`config.mk`:
```
export PLATFORM = sky130hd
export DESIGN_NAME = pio_ctrl
export DESIGN_NICKNAME = d
export VERILOG_FILES = /design/src/rtl/pio_pkg.sv /design/src/rtl/pio_regs.sv /design/src/rtl/pio_infilt.sv /design/src/rtl/pio_chg.sv /design/src/rtl/pio_padmux.sv /design/src/rtl/pio_ctrl.sv
export SDC_FILE = /design/constraint.sdc
export NUM_CORES = 1
export LEC_CHECK = 0
export BUFFER_PORTS_ARGS = -buffer_cell sky130_fd_sc_hd__buf_2
export CORE_MARGIN = 2
export CORE_UTILIZATION = 30
export CTS_CLUSTER_SIZE = 40
export DETAILED_ROUTE_END_ITERATION = 16
export PLACE_DENSITY = 0.45
export SETUP_SLACK_MARGIN = 0.05
export SYNTH_ARGS = -nofsm -noshare
export SYNTH_HDL_FRONTEND = slang
export SYNTH_SLANG_ARGS = --single-unit
```
`constraint.sdc`:
```
create_clock -name clk -period 2.6 [get_ports clk]
set_input_delay 0.13 -clock clk [delete_from_list [all_inputs] [get_ports clk]]
set_output_delay 0.13 -clock clk [all_outputs]
set_load 0.03 [all_outputs]
```
`src/rtl/pio_pkg.sv`:
```
package pio_pkg;

    localparam int ADDR_W  = 5;
    localparam int NUM_CFG = 5;

    // Group field addr[4:2]
    typedef enum logic [2:0] {
        GRP_OWN  = 3'd0,
        GRP_OE   = 3'd1,
        GRP_FLT  = 3'd2,
        GRP_ODAT = 3'd3,
        GRP_IEN  = 3'd4,
        GRP_STAT = 3'd5,
        GRP_RSV6 = 3'd6,
        GRP_RSV7 = 3'd7
    } grp_e;

    // Operation field addr[1:0]
    typedef enum logic [1:0] {
        OP_SET = 2'd0,
        OP_CLR = 2'd1,
        OP_VAL = 2'd2,
        OP_RSV = 2'd3
    } op_e;

    typedef struct packed {
        grp_e grp;
        op_e  op;
    } acc_t;

    localparam logic [ADDR_W-1:0] A_PIN = 5'd20;
    localparam logic [ADDR_W-1:0] A_CHG = 5'd21;

    function automatic acc_t split_addr(input logic [ADDR_W-1:0] a);
        acc_t r;
        r.grp = grp_e'(a[4:2]);
        r.op  = op_e'(a[1:0]);
        return r;
    endfunction

endpackage

```
`src/rtl/pio_regs.sv`:
```
module pio_regs
    import pio_pkg::*;
#(
    parameter int NPIN = 32
) (
    input  logic                           clk,
    input  logic                           rst,
    input  logic                           wr_en,
    input  logic [ADDR_W-1:0]              addr,
    input  logic [NPIN-1:0]                wdata,
    output logic [NUM_CFG-1:0][NPIN-1:0]   cfg_q
);

    acc_t acc;
    assign acc = split_addr(addr);

    // one set/clear/value triple per configuration group
    for (genvar g = 0; g < NUM_CFG; g++) begin : g_grp
        localparam logic [NPIN-1:0] RST_VAL = (g == int'(GRP_OWN)) ? '1 : '0;
        logic [NPIN-1:0] r;
        logic            hit;

        assign hit = wr_en && (int'(acc.grp) == g);

        always_ff @(posedge clk) begin
            if (rst) begin
                r <= RST_VAL;
            end else if (hit) begin
                case (acc.op)
                    OP_SET:  r <= r | wdata;
                    OP_CLR:  r <= r & ~wdata;
                    default: r <= r;
                endcase
            end
        end

        assign cfg_q[g] = r;
    end

endmodule

```
`src/rtl/pio_infilt.sv`:
```
module pio_infilt #(
    parameter int NPIN = 32
) (
    input  logic            clk,
    input  logic            rst,
    input  logic [NPIN-1:0] pad_in,
    input  logic [NPIN-1:0] flt_en,
    output logic [NPIN-1:0] s1,
    output logic [NPIN-1:0] s2,
    output logic [NPIN-1:0] flt,
    output logic [NPIN-1:0] eff
);

    // per-line sampler and two-sample agreement filter
    for (genvar i = 0; i < NPIN; i++) begin : g_pin
        logic s1_r, s2_r, flt_r;

        always_ff @(posedge clk) begin
            if (rst) begin
                s1_r  <= 1'b0;
                s2_r  <= 1'b0;
                flt_r <= 1'b0;
            end else begin
                s1_r <= pad_in[i];
                s2_r <= s1_r;
                if (s1_r == s2_r) begin
                    flt_r <= s1_r;
                end
            end
        end

        assign s1[i]  = s1_r;
        assign s2[i]  = s2_r;
        assign flt[i] = flt_r;
        assign eff[i] = flt_en[i] ? flt_r : s1_r;
    end

endmodule

```
`src/rtl/pio_chg.sv`:
```
module pio_chg #(
    parameter int NPIN = 32
) (
    input  logic            clk,
    input  logic            rst,
    input  logic [NPIN-1:0] eff,
    input  logic            rd_clr,
    output logic [NPIN-1:0] chg_q
);

    logic [NPIN-1:0] last_q;
    logic [NPIN-1:0] edge_now;

    assign edge_now = eff ^ last_q;

    // latch changes, clear on read, keep a change that lands with the read
    always_ff @(posedge clk) begin
        if (rst) begin
            last_q <= '0;
            chg_q  <= '0;
        end else begin
            last_q <= eff;
            chg_q  <= (rd_clr ? '0 : chg_q) | edge_now;
        end
    end

endmodule

```
`src/rtl/pio_padmux.sv`:
```
module pio_padmux #(
    parameter int NPIN = 32
) (
    input  logic [NPIN-1:0] own,
    input  logic [NPIN-1:0] odat,
    input  logic [NPIN-1:0] oe,
    input  logic [NPIN-1:0] per_out,
    input  logic [NPIN-1:0] per_oe,
    output logic [NPIN-1:0] pad_out,
    output logic [NPIN-1:0] pad_oe
);

    // per-line ownership select
    for (genvar i = 0; i < NPIN; i++) begin : g_mux
        assign pad_out[i] = own[i] ? odat[i] : per_out[i];
        assign pad_oe[i]  = own[i] ? oe[i]   : per_oe[i];
    end

endmodule

```
`src/rtl/pio_ctrl.sv`:
```
module pio_ctrl
    import pio_pkg::*;
#(
    parameter int NPIN = 32
) (
    input  logic                 clk,
    input  logic                 rst,
    input  logic                 wr_en,
    input  logic                 rd_en,
    input  logic [ADDR_W-1:0]    addr,
    input  logic [NPIN-1:0]      wdata,
    output logic [NPIN-1:0]      rdata,
    input  logic [NPIN-1:0]      pad_in,
    output logic [NPIN-1:0]      pad_out,
    output logic [NPIN-1:0]      pad_oe,
    input  logic [NPIN-1:0]      per_out,
    input  logic [NPIN-1:0]      per_oe,
    output logic [NPIN-1:0]      per_in,
    output logic                 irq
);

    logic [NUM_CFG-1:0][NPIN-1:0] cfg_q;
    logic [NPIN-1:0] own_q, oe_q, flt_en_q, odat_q, ien_q;
    logic [NPIN-1:0] s1, s2, flt, eff, chg_q, rd_val, rdata_q;
    logic            rd_clr;
    acc_t            acc;

    pio_regs #(.NPIN(NPIN)) u_regs (
        .clk(clk), .rst(rst), .wr_en(wr_en), .addr(addr),
        .wdata(wdata), .cfg_q(cfg_q)
    );

    assign own_q    = cfg_q[GRP_OWN];
    assign oe_q     = cfg_q[GRP_OE];
    assign flt_en_q = cfg_q[GRP_FLT];
    assign odat_q   = cfg_q[GRP_ODAT];
    assign ien_q    = cfg_q[GRP_IEN];

    pio_infilt #(.NPIN(NPIN)) u_infilt (
        .clk(clk), .rst(rst), .pad_in(pad_in), .flt_en(flt_en_q),
        .s1(s1), .s2(s2), .flt(flt), .eff(eff)
    );

    assign rd_clr = rd_en && (addr == A_CHG);

    pio_chg #(.NPIN(NPIN)) u_chg (
        .clk(clk), .rst(rst), .eff(eff), .rd_clr(rd_clr), .chg_q(chg_q)
    );

    pio_padmux #(.NPIN(NPIN)) u_mux (
        .own(own_q), .odat(odat_q), .oe(oe_q),
        .per_out(per_out), .per_oe(per_oe),
        .pad_out(pad_out), .pad_oe(pad_oe)
    );

    // read decode
    assign acc = split_addr(addr);

    always_comb begin
        rd_val = '0;
        if (acc.op == OP_VAL) begin
            case (acc.grp)
                GRP_OWN:  rd_val = own_q;
                GRP_OE:   rd_val = oe_q;
                GRP_FLT:  rd_val = flt_en_q;
                GRP_ODAT: rd_val = odat_q;
                GRP_IEN:  rd_val = ien_q;
                default:  rd_val = '0;
            endcase
        end else if (addr == A_PIN) begin
            rd_val = s1;
        end else if (addr == A_CHG) begin
            rd_val = chg_q;
        end
    end

    always_ff @(posedge clk) begin
        if (rst) begin
            rdata_q <= '0;
        end else if (rd_en) begin
            rdata_q <= rd_val;
        end
    end

    assign rdata  = rdata_q;
    assign per_in = eff;
    assign irq    = |(chg_q & ien_q);

endmodule

```
== Yosys cells after proc, flatten, opt, wreduce, memory -nomap -nowiden ==
Cells that the tools add are included.
Cells by class
  equality and inequality tests: 44
  muxes and demuxes: 106
  reductions and logical operators: 16
  bitwise logic cells: 14
Operators by type and width (number)
  $pmux W32 S2: 5
  $and A32 B32 Y32: 6
  $or A32 B32 Y32: 6
  $pmux W32 S5: 1
  $mux W32: 4
  $mux W1: 96
  $eq A1 B1 Y1: 32
  $not A32 Y32: 1
  $reduce_or A32 Y1: 1
  $xor A32 B32 Y32: 1
  $eq A3 B3 Y1 const B: 4
  $eq A5 B5 Y1 const B: 2
  $reduce_and A2 Y1: 5
  $eq A3 B2 Y1 const B: 3
  $logic_and A1 B1 Y1: 6
  $logic_not A3 Y1: 2
  $eq A3 B1 Y1 const B: 1
  $eq A2 B1 Y1 const B: 1
  $eq A2 B2 Y1 const B: 1
  $logic_not A2 Y1: 1
  $reduce_bool A2 Y1: 1
Word-level totals
  flip-flop bits (word level): 352
  logic and storage cells: 284

== Longest topological paths before layout ==
Gate-level depths: netlist of the first run.
  depth in word-level cells: 4
  mapped depth: 7

== Hierarchy ==
From an unflattened synthesis of the first run, not the netlist that was laid out.
Unflattened totals
  cells, all modules: 1598
  area, all modules: 16149.2 um^2
Modules (own cells, without submodules)
  pio_regs: seq. area each 3203.1 um^2, instances 1, area an instance 6227.2 um^2, cells each 609
  pio_infilt: seq. area each 1921.8 um^2, instances 1, area an instance 3917.5 um^2, cells each 394
  pio_ctrl: seq. area each 640.6 um^2, instances 1, area an instance 2925.3 um^2, cells each 329
  pio_chg: seq. area each 1281.2 um^2, instances 1, area an instance 2215.9 um^2, cells each 202
  pio_padmux: seq. area each 0.0 um^2, instances 1, area an instance 863.3 um^2, cells each 64

== Worst setup path before layout of the first run ==
No wires, ideal clock.
  path type: flip-flop to output port
  start point: reg u_chg.chg_q[27]
  end point: out irq
  setup slack: 1223 ps
  buffers on the path: 0
  cell stages (with the launch flop): 4
  arrival time: 1247 ps
  cells stage by stage: dfxtp_1 a22oi_1 nand4_1 or4_1
Between the ends
  cells in the longest elaborated chain, start to end: 2
RTL lines
  from (decl): line pio_chg.sv:8  | output logic [NPIN-1:0] chg_q
  from (signal assigned): line pio_chg.sv:23  | chg_q <= (rd_clr ? '0 : chg_q) | edge_now;
  $and A32 B32 Y32: line pio_ctrl.sv:87  | assign irq = |(chg_q & ien_q);
  $reduce_or A32 Y1: line pio_ctrl.sv:87
  to (decl): line pio_ctrl.sv:19  | output logic irq
No other way between the ends.

== Worst setup path after layout of the first run ==
  start point: reg u_chg.chg_q[26]
  end point: out irq
The elaborated chain is that of the path after synthesis.

==> results.cfg, run 1 <==
[outcome]
status = complete, no violations

[worst_setup_path]
startpoint_type = register
cp_num_buf_inv = 1
critPathKind = reg2out
path_cells = a22oi_2 > nand4_1 > or4_1 > buf_2
cp.required_ns = 2.47
path_max_fanout = 3
endpoint_kind = primary output
arrival_ns = 2.26
cpPeakStageDelay_ns = 0.64
critPathSlowestCell = or4_1
critPathTopFamily = simple AND/OR/NAND/NOR gates

[yosys]
yosysSeqAreaShare_pct = 47.08
synth_nets = 1708
yosys_warnings = 0
syn-cell-area_sq_um = 14970
synth_cells = 1571
avgSynthCellArea_sq_um = 9.527
ys_ff_latch = 352
synth_cell_types = 35

[power_and_ir_drop]
power_mw = 12.41
power_density_nw_per_um2 = 659.6
leakagePower_nw = 7.409
vdd_ir_drop_max_v = 0.0004353

[cells_and_area]
drive_above_1_share_pct = 24.84
instances_no_fill = 2513
layout.nets = 1961
fin_util_pct = 38.37
area_growth_syn_to_layout_pct = 25.75
final_common_cell = dfxtp_1
final_cell_mix = 352 x dfxtp_1, 263 x buf_2, 193 x a21oi_1

[timing]
setup_tns_ns = 0
finClkSkew_ns = 0.01465
hold_violations = 0
setup_violations = 0
fmax_mhz = 418.2
period_minus_slack_ns = 2.391
drv_slew = 0
max_slew_margin_pct = 53.71
period_share_pct = 91.98
worstMarginPinSlew_ns = 0.6944
grt_setup_unrepaired = false

[global_route]
grt_pass1_vias = 12190
grt_pass1_wl_mm = 75.35
grtUsageTotal_pct = 19.12
overflow = 0
antenna_found_initial = 5
grt_max_degree = 139

[floorplanning]
die_y_um = 227.4
core_sq_um = 49050
rows = 81
die_x_um = 227.4
start_util_pct = 30.51
die_area_sq_um = 51690
pin_count = 266

[flow_run]
cap_violations = 0

[route]
vias = 12810
drc = 0
totalWireLength_mm = 50.72
drt-vias-per-instance = 5.096
final_antenna_net_count = 0
wl_per_cell_um = 20.18
drt_iter0_drc = 823
dr.pass1.iters = 6

[clocking]
h-tree-depth = 2
cts_tree = built
clock_sinks = 352
clk_path_buf_depth = 3
ctsRootBufferMaster = clkbuf_16
clk_pin_slew_ns = 0.06
cts_buffers = 41
clock_latency_ns = 0.55
cts_setup_buffers = 0

[hold_path]
hold_path_class = in2reg

[placed_design]
placed_cells = 2375
port_buffers = 265
dp_hpwl_mm = 34.30
gp_congestion = 0.7673
[path summary, 6_finish.rpt]
check | startpoint | to | slack [ns] | cells after the start
setup / recovery | u_chg.chg_q[26]$_SDFF_PP0_ | irq | 0.21 | 4
hold / removal | rd_en | rdata[23]$_SDFFE_PP0P_ | 0.05 | 4
setup reg to reg | register | u_chg.chg_q[21]$_SDFF_PP0_ | 1.25 | 4
hold reg to reg | u_infilt.g_pin[3].s2_r$_SDFF_PP0_ | u_infilt.g_pin[3].flt_r$_SDFFE_PP0N_ | 0.45 | 2
[final cells by class]
cell class,count,area [sq um]
antenna,1,2.502
clock buffer,63,1211
clock inverter,4,48.80
fill,5021,30230
inverter,32,120.1
multi-input combinational,1031,7176
sequential,352,7047
tap,664,830.8
timing repair buffer,366,2385
[metal layers]
| layer | vias up | track usage, % | share of wire, % |
|---|---|---|---|
| met3 | 73 | 3.110 | 5.3 |
| met2 | 360 | 30.71 | 46 |
| met1 | 6111 | 26.40 | 47 |
| li1 | 6257 | - | - |
| met5 | - | 0 | 0.077 |
| met4 | 6 | 5.503 | 2.1 |
[kinds of logic after synthesis]
family / count (synthesis) / synth area share (%)
buf+inv: 188 / 5.325
flops: 352 / 47.08
xor+xnor: 32 / 1.873
compound gates: 469 / 21.60
mux: 191 / 13.58
simple gates: 339 / 10.53
[stage by stage]
| step | setup WS [ns] | instance area (sq um) | hold WS, ns |
|---|---|---|---|
| 2_1_floorplan | 1.223 | 14970 | 0.2582 |
| 3_3_place_gp | 0.7253 | 16850 | 0.3375 |
| 3_5_place_dp | 0.6646 | 16850 | 0.3416 |
| 4_1_cts | 0.1038 | 18810 | 0.03346 |
| 5_1_grt | 0.1420 | 18820 | 0.06574 |
| 6_report | 0.2086 | 18820 | 0.05389 |
[worst register-to-register path: stages, from the launching register on]
cell and delay (ns):
dfxtp_1 0.36, mux2i_1 0.56, xnor2_1 0.13, a21oi_1 0.13, nor2_1 0.05
[where the power goes]
group	switching (mW)	total, mW	internal, mW
Sequential	0.148	5.71	5.56
Clock	2.26	5.54	3.28
Combinational	0.702	1.17	0.469
[cells in the mapped netlist, drive strengths merged]
cell	number	share of area, %
dfxtp	352	47
a21oi	193	6.5
a311oi	129	7.5
nand2	123	3.1
clkbuf	116	2.9
nor2	100	2.6
mux2	97	7.3
mux2i	94	6.3
nor2b	67	2.8
buf	40	1.6
nand3	33	1.1
o21ai	33	1.1
a211o	32	1.9
inv	32	0.80
xnor2	32	1.9
o2111ai	30	1.8
o2bb2ai	30	1.8
a22oi	19	0.95
nand4	5	0.21
and3b	3	0.18
nor3b	2	0.18
a211oi	1	0.050
and3	1	0.042
and4b	1	0.067
nand4bb	1	0.075
nor3	1	0.033
nor4b	1	0.16
o22a	1	0.059
o31ai	1	0.050
or4	1	0.050
[timing repair]
item	in CTS	in global routing
setup endpoints to repair	0	1
endpoints found under the hold margin	214	0
gates resized for setup	0	1
hold buffers	70	0
Note: power is estimated with default switching activity, not from simulation.
==> run 2, diff against run 1 <==
HOLD_SLACK_MARGIN = 0.06   (was unset)
==> results.cfg, run 2 (synthesis gave the netlist of run 1 again) <==
[timing]
period_minus_slack_ns = 2.414
hold_violations = 0
fmax_mhz = 414.3
period_share_pct = 92.83
finClkSkew_ns = 0.01558
setup_violations = 0
setup_slack_ns = 0.1864
setup_tns_ns = 0
drv_slew = 0
max_slew_margin_pct = 54.37
worstMarginPinSlew_ns = 0.6845
grt_setup_unrepaired = false

[worst_setup_path]
cp.required_ns = 2.47
path_max_fanout = 3
timing.reg2reg.setup_slack_ns = 1.24
arrival_ns = 2.28
endpoint_kind = primary output
startpoint_type = register
critPathKind = reg2out

[route]
drc = 0
dr.pass1.iters = 7
totalWireLength_mm = 50.73
drt_iter0_drc = 780
vias = 12820
drt-vias-per-instance = 5.098
final_antenna_net_count = 0
wl_per_cell_um = 20.18

[global_route]
met3_usage_pct = 3.188
grt_max_degree = 139
overflow = 0
grt_pass1_wl_mm = 75.39
met1_usage_pct = 26.35
top_usage_layer = met2
grtUsageTotal_pct = 19.13
antenna_found_initial = 5
grt.met2_usage_pct = 30.73
grt_pass1_vias = 12200

[power_and_ir_drop]
switchingPower_mw = 3.112
vdd_ir_drop_max_v = 0.0004362
clkPwrFrac_pct = 44.6
power_frac_seq_pct = 45.9
power_mw = 12.42
leakagePower_nw = 7.413
power_density_nw_per_um2 = 659.4
netSwitchingFraction_pct = 25.06
intPower_mw = 9.306
power_frac_comb_pct = 9.4

[floorplanning]
pin_count = 266
die_area_sq_um = 51690
rows = 81
die_y_um = 227.4
start_util_pct = 30.51
die_x_um = 227.4
core_sq_um = 49050

[clocking]
cts_tree = built
ctsRootBufferMaster = clkbuf_16
cts_setup_buffers = 0
clock_sinks = 352
clk_path_buf_depth = 3
clock_latency_ns = 0.55
cts_buffers = 41
clk_pin_slew_ns = 0.06
h-tree-depth = 2

[placed_design]
dp_hpwl_mm = 34.30
port_buffers = 265
placed_cells = 2375
gp_congestion = 0.7673
place_ws_ns = 0.6646

[cells_and_area]
final_common_cell = dfxtp_1
drive_above_1_share_pct = 24.82
layout.nets = 1962
area_growth_syn_to_layout_pct = 25.82
fill_cells = 5021
multi_input_area_sq_um = 7176
final_cell_mix = 352 x dfxtp_1, 263 x buf_2, 193 x a21oi_1
area.sequential_sq_um = 7047
instances_no_fill = 2514

[hold_path]
hold_path_class = in2reg

[outcome]
status = complete, no violations

[flow_run]
cap_violations = 0
[run 2: per-stage QoR]
stage                     area [sq um]  utilization [%]  hold slack [ns]
after floorplan                  14970                -           0.2582
after global placement           16850            34.36           0.3375
after detailed placement         16850            34.36           0.3416
after CTS                        18820            38.37          0.08577
after global routing             18830            38.39           0.1241
final                            18830            38.39           0.1182
[run 2: path summary, 6_finish.rpt]
| check | depth (start not counted) | end | from |
|---|---|---|---|
| max reg2reg | 4 | u_chg.chg_q[21]$_SDFF_PP0_ | register |
| min reg2reg | 2 | u_infilt.g_pin[3].flt_r$_SDFFE_PP0N_ | u_infilt.g_pin[3].s2_r$_SDFF_PP0_ |
| min | 3 | rdata[30]$_SDFFE_PP0P_ | addr[2] |
| max | 4 | irq | u_chg.chg_q[26]$_SDFF_PP0_ |
[run 2: cell type report]
| type | count | share of cell area, % |
|---|---|---|
| Tap cell | 664 | 4.412 |
| Timing Repair Buffer | 367 | 12.72 |
| Multi-Input combinational cell | 1031 | 38.11 |
| Sequential cell | 352 | 37.42 |
| Inverter | 32 | 0.6379 |
| Clock inverter | 4 | 0.2591 |
| Antenna cell | 1 | 0.01329 |
| Clock buffer | 63 | 6.432 |
[run 2: worst max-delay path, stage by stage (launching register included)]
cell and delay, ns:
dfxtp_1 0.35, a22oi_2 0.30, nand4_1 0.19, or4_1 0.66, buf_2 0.23
[run 2: layer usage]
layer	vias up	share of wire, %
li1	6256	-
met1	6113	46
met2	362	46
met3	77	5.4
met4	8	2.1
met5	-	0.093
[run 2: what timing repair did]
item | 4_1_cts | 5_1_grt
hold endpoints to repair | 225 | 0
gates resized for setup | 0 | 1
setup endpoints to repair | 0 | 1
hold buffers | 71 | 0
[run 2: power groups by stage]
stage	Combinational [mW]	Clock [mW]	Sequential, mW
2_1_floorplan	0.712	0	5.77
3_3_place_gp	1.09	0	5.82
3_5_place_dp	1.09	0	5.82
4_1_cts	1.18	5.68	5.71
5_1_grt	1.27	5.87	5.72
6_report	1.17	5.54	5.71
==> run 3, diff against run 2 <==
CORE_ASPECT_RATIO = 1.1   (was unset)
==> results.cfg, run 3 (synthesis gave the netlist of run 1 again) <==
[outcome]
status = complete, no violations

[power_and_ir_drop]
power_frac_comb_pct = 9.5
power_frac_seq_pct = 46.5
vdd_ir_drop_max_v = 0.0003406
switchingPower_mw = 3.072
power_density_nw_per_um2 = 654.7
clkPwrFrac_pct = 44.0
netSwitchingFraction_pct = 25.03
leakagePower_nw = 7.384
intPower_mw = 9.202

[timing]
period_minus_slack_ns = 2.424
drv_slew = 0
grt_setup_unrepaired = false
setup_tns_ns = 0
finClkSkew_ns = 0.009459
max_slew_margin_pct = 40.20
worstMarginPinSlew_ns = 0.8970
whs_ns = 0.1633
fmax_mhz = 412.5
hold_violations = 0
setup_violations = 0
period_share_pct = 93.23

[route]
dr.pass1.iters = 5
drt-vias-per-instance = 5.079
wl_per_cell_um = 20.39
totalWireLength_mm = 51.04
drt_iter0_drc = 741
final_antenna_net_count = 0
drc = 0
vias = 12710

[global_route]
grt_max_degree = 163
grtUsageTotal_pct = 19.45
antenna_found_initial = 3
grt_pass1_wl_mm = 77.26
grt_pass1_vias = 12390
overflow = 0

[cells_and_area]
layout.nets = 1963
final_common_cell = dfxtp_1
final_cell_mix = 352 x dfxtp_1, 263 x buf_2, 193 x a21oi_1
area.sequential_sq_um = 7047
drive_above_1_share_pct = 24.97
multi_input_area_sq_um = 7168
fill_cells = 5020
area_growth_syn_to_layout_pct = 25.27

[clocking]
clk_pin_slew_ns = 0.06
cts_setup_buffers = 0
ctsRootBufferMaster = clkbuf_16
clock_sinks = 352
clock_latency_ns = 0.55
clk_path_buf_depth = 3
h-tree-depth = 2
cts_buffers = 40
cts_tree = built
cts_resized = 0

[placed_design]
port_buffers = 265
dp_hpwl_mm = 34.93
gp_congestion = 0.7626

[worst_setup_path]
cp.required_ns = 2.47
startpoint_type = register
critPathKind = reg2out
path_max_fanout = 3
endpoint_kind = primary output
timing.reg2reg.setup_slack_ns = 1.28
arrival_ns = 2.29

[hold_path]
hold_path_class = in2reg

[floorplanning]
start_util_pct = 30.46
rows = 85
die_area_sq_um = 51690
core_sq_um = 49130
die_x_um = 217.0
pin_count = 266
die_y_um = 238.3

[flow_run]
cap_violations = 0
## run 3: changes by cell type in the layout (fill, tap and decap cells not counted), moves of 2 or more
cell | previous run | this run
clkbuf_16 | 43 | 41
dlygate4sd3_1 | 71 | 67
buf_12 | 9 | 7
buf_4 | 23 | 31
## run 3: path summary, 6_finish.rpt
path | startpoint | to | cells past startpoint
min reg2reg | u_infilt.g_pin[6].s2_r$_SDFF_PP0_ | u_infilt.g_pin[6].flt_r$_SDFFE_PP0N_ | 2
max reg2reg | register | u_chg.chg_q[15]$_SDFF_PP0_ | 4
min | addr[2] | rdata[30]$_SDFFE_PP0P_ | 3
max | u_chg.chg_q[26]$_SDFF_PP0_ | irq | 4
## run 3: critical path: stages (launching register included)
cell,delay (ns)
dfxtp_1,0.35
a22oi_1,0.35
nand4_1,0.15
or4_1,0.65
buf_2,0.23
## run 3: metrics by stage
step	std cells	util, %	setup WS [ns]	total power, mW	cell area [sq um]
floorplan	1571	-	1.223	6.478	14970
global placement	2369	34.30	0.6796	6.903	16850
detailed placement	2369	34.30	0.6910	6.913	16850
CTS	2502	38.15	0.1200	12.44	18750
global route	2502	38.15	0.09465	12.77	18750
finish	2503	38.16	0.1759	12.27	18750
## run 3: final cells by class
type | count | area share, %
Antenna cell | 1 | 0.01335
Timing Repair Buffer | 369 | 12.67
Inverter | 32 | 0.6406
Multi-Input combinational cell | 1031 | 38.23
Clock buffer | 63 | 6.286
Clock inverter | 3 | 0.2269
Sequential cell | 352 | 37.58
Tap cell | 652 | 4.351
## run 3: per-layer routing
layer | global-route usage [%] | share of wire [%]
met1 | 26.73 | 46
met5 | 0 | 0.045
met2 | 31.89 | 47
met4 | 3.944 | 1.5
met3 | 3.505 | 5.2
## run 3: power by group through the flow
stage | Clock [mW] | Combinational, mW | Sequential [mW]
floorplan | 0 | 0.712 | 5.77
global placement | 0 | 1.08 | 5.82
detailed placement | 0 | 1.09 | 5.83
CTS | 5.56 | 1.17 | 5.71
global route | 5.78 | 1.26 | 5.73
finish | 5.40 | 1.16 | 5.71
## run 3: repair_timing
item                                    CTS  global route
endpoints found under the setup margin    0             0
hold endpoints to repair                203             0
hold buffers                             67             0
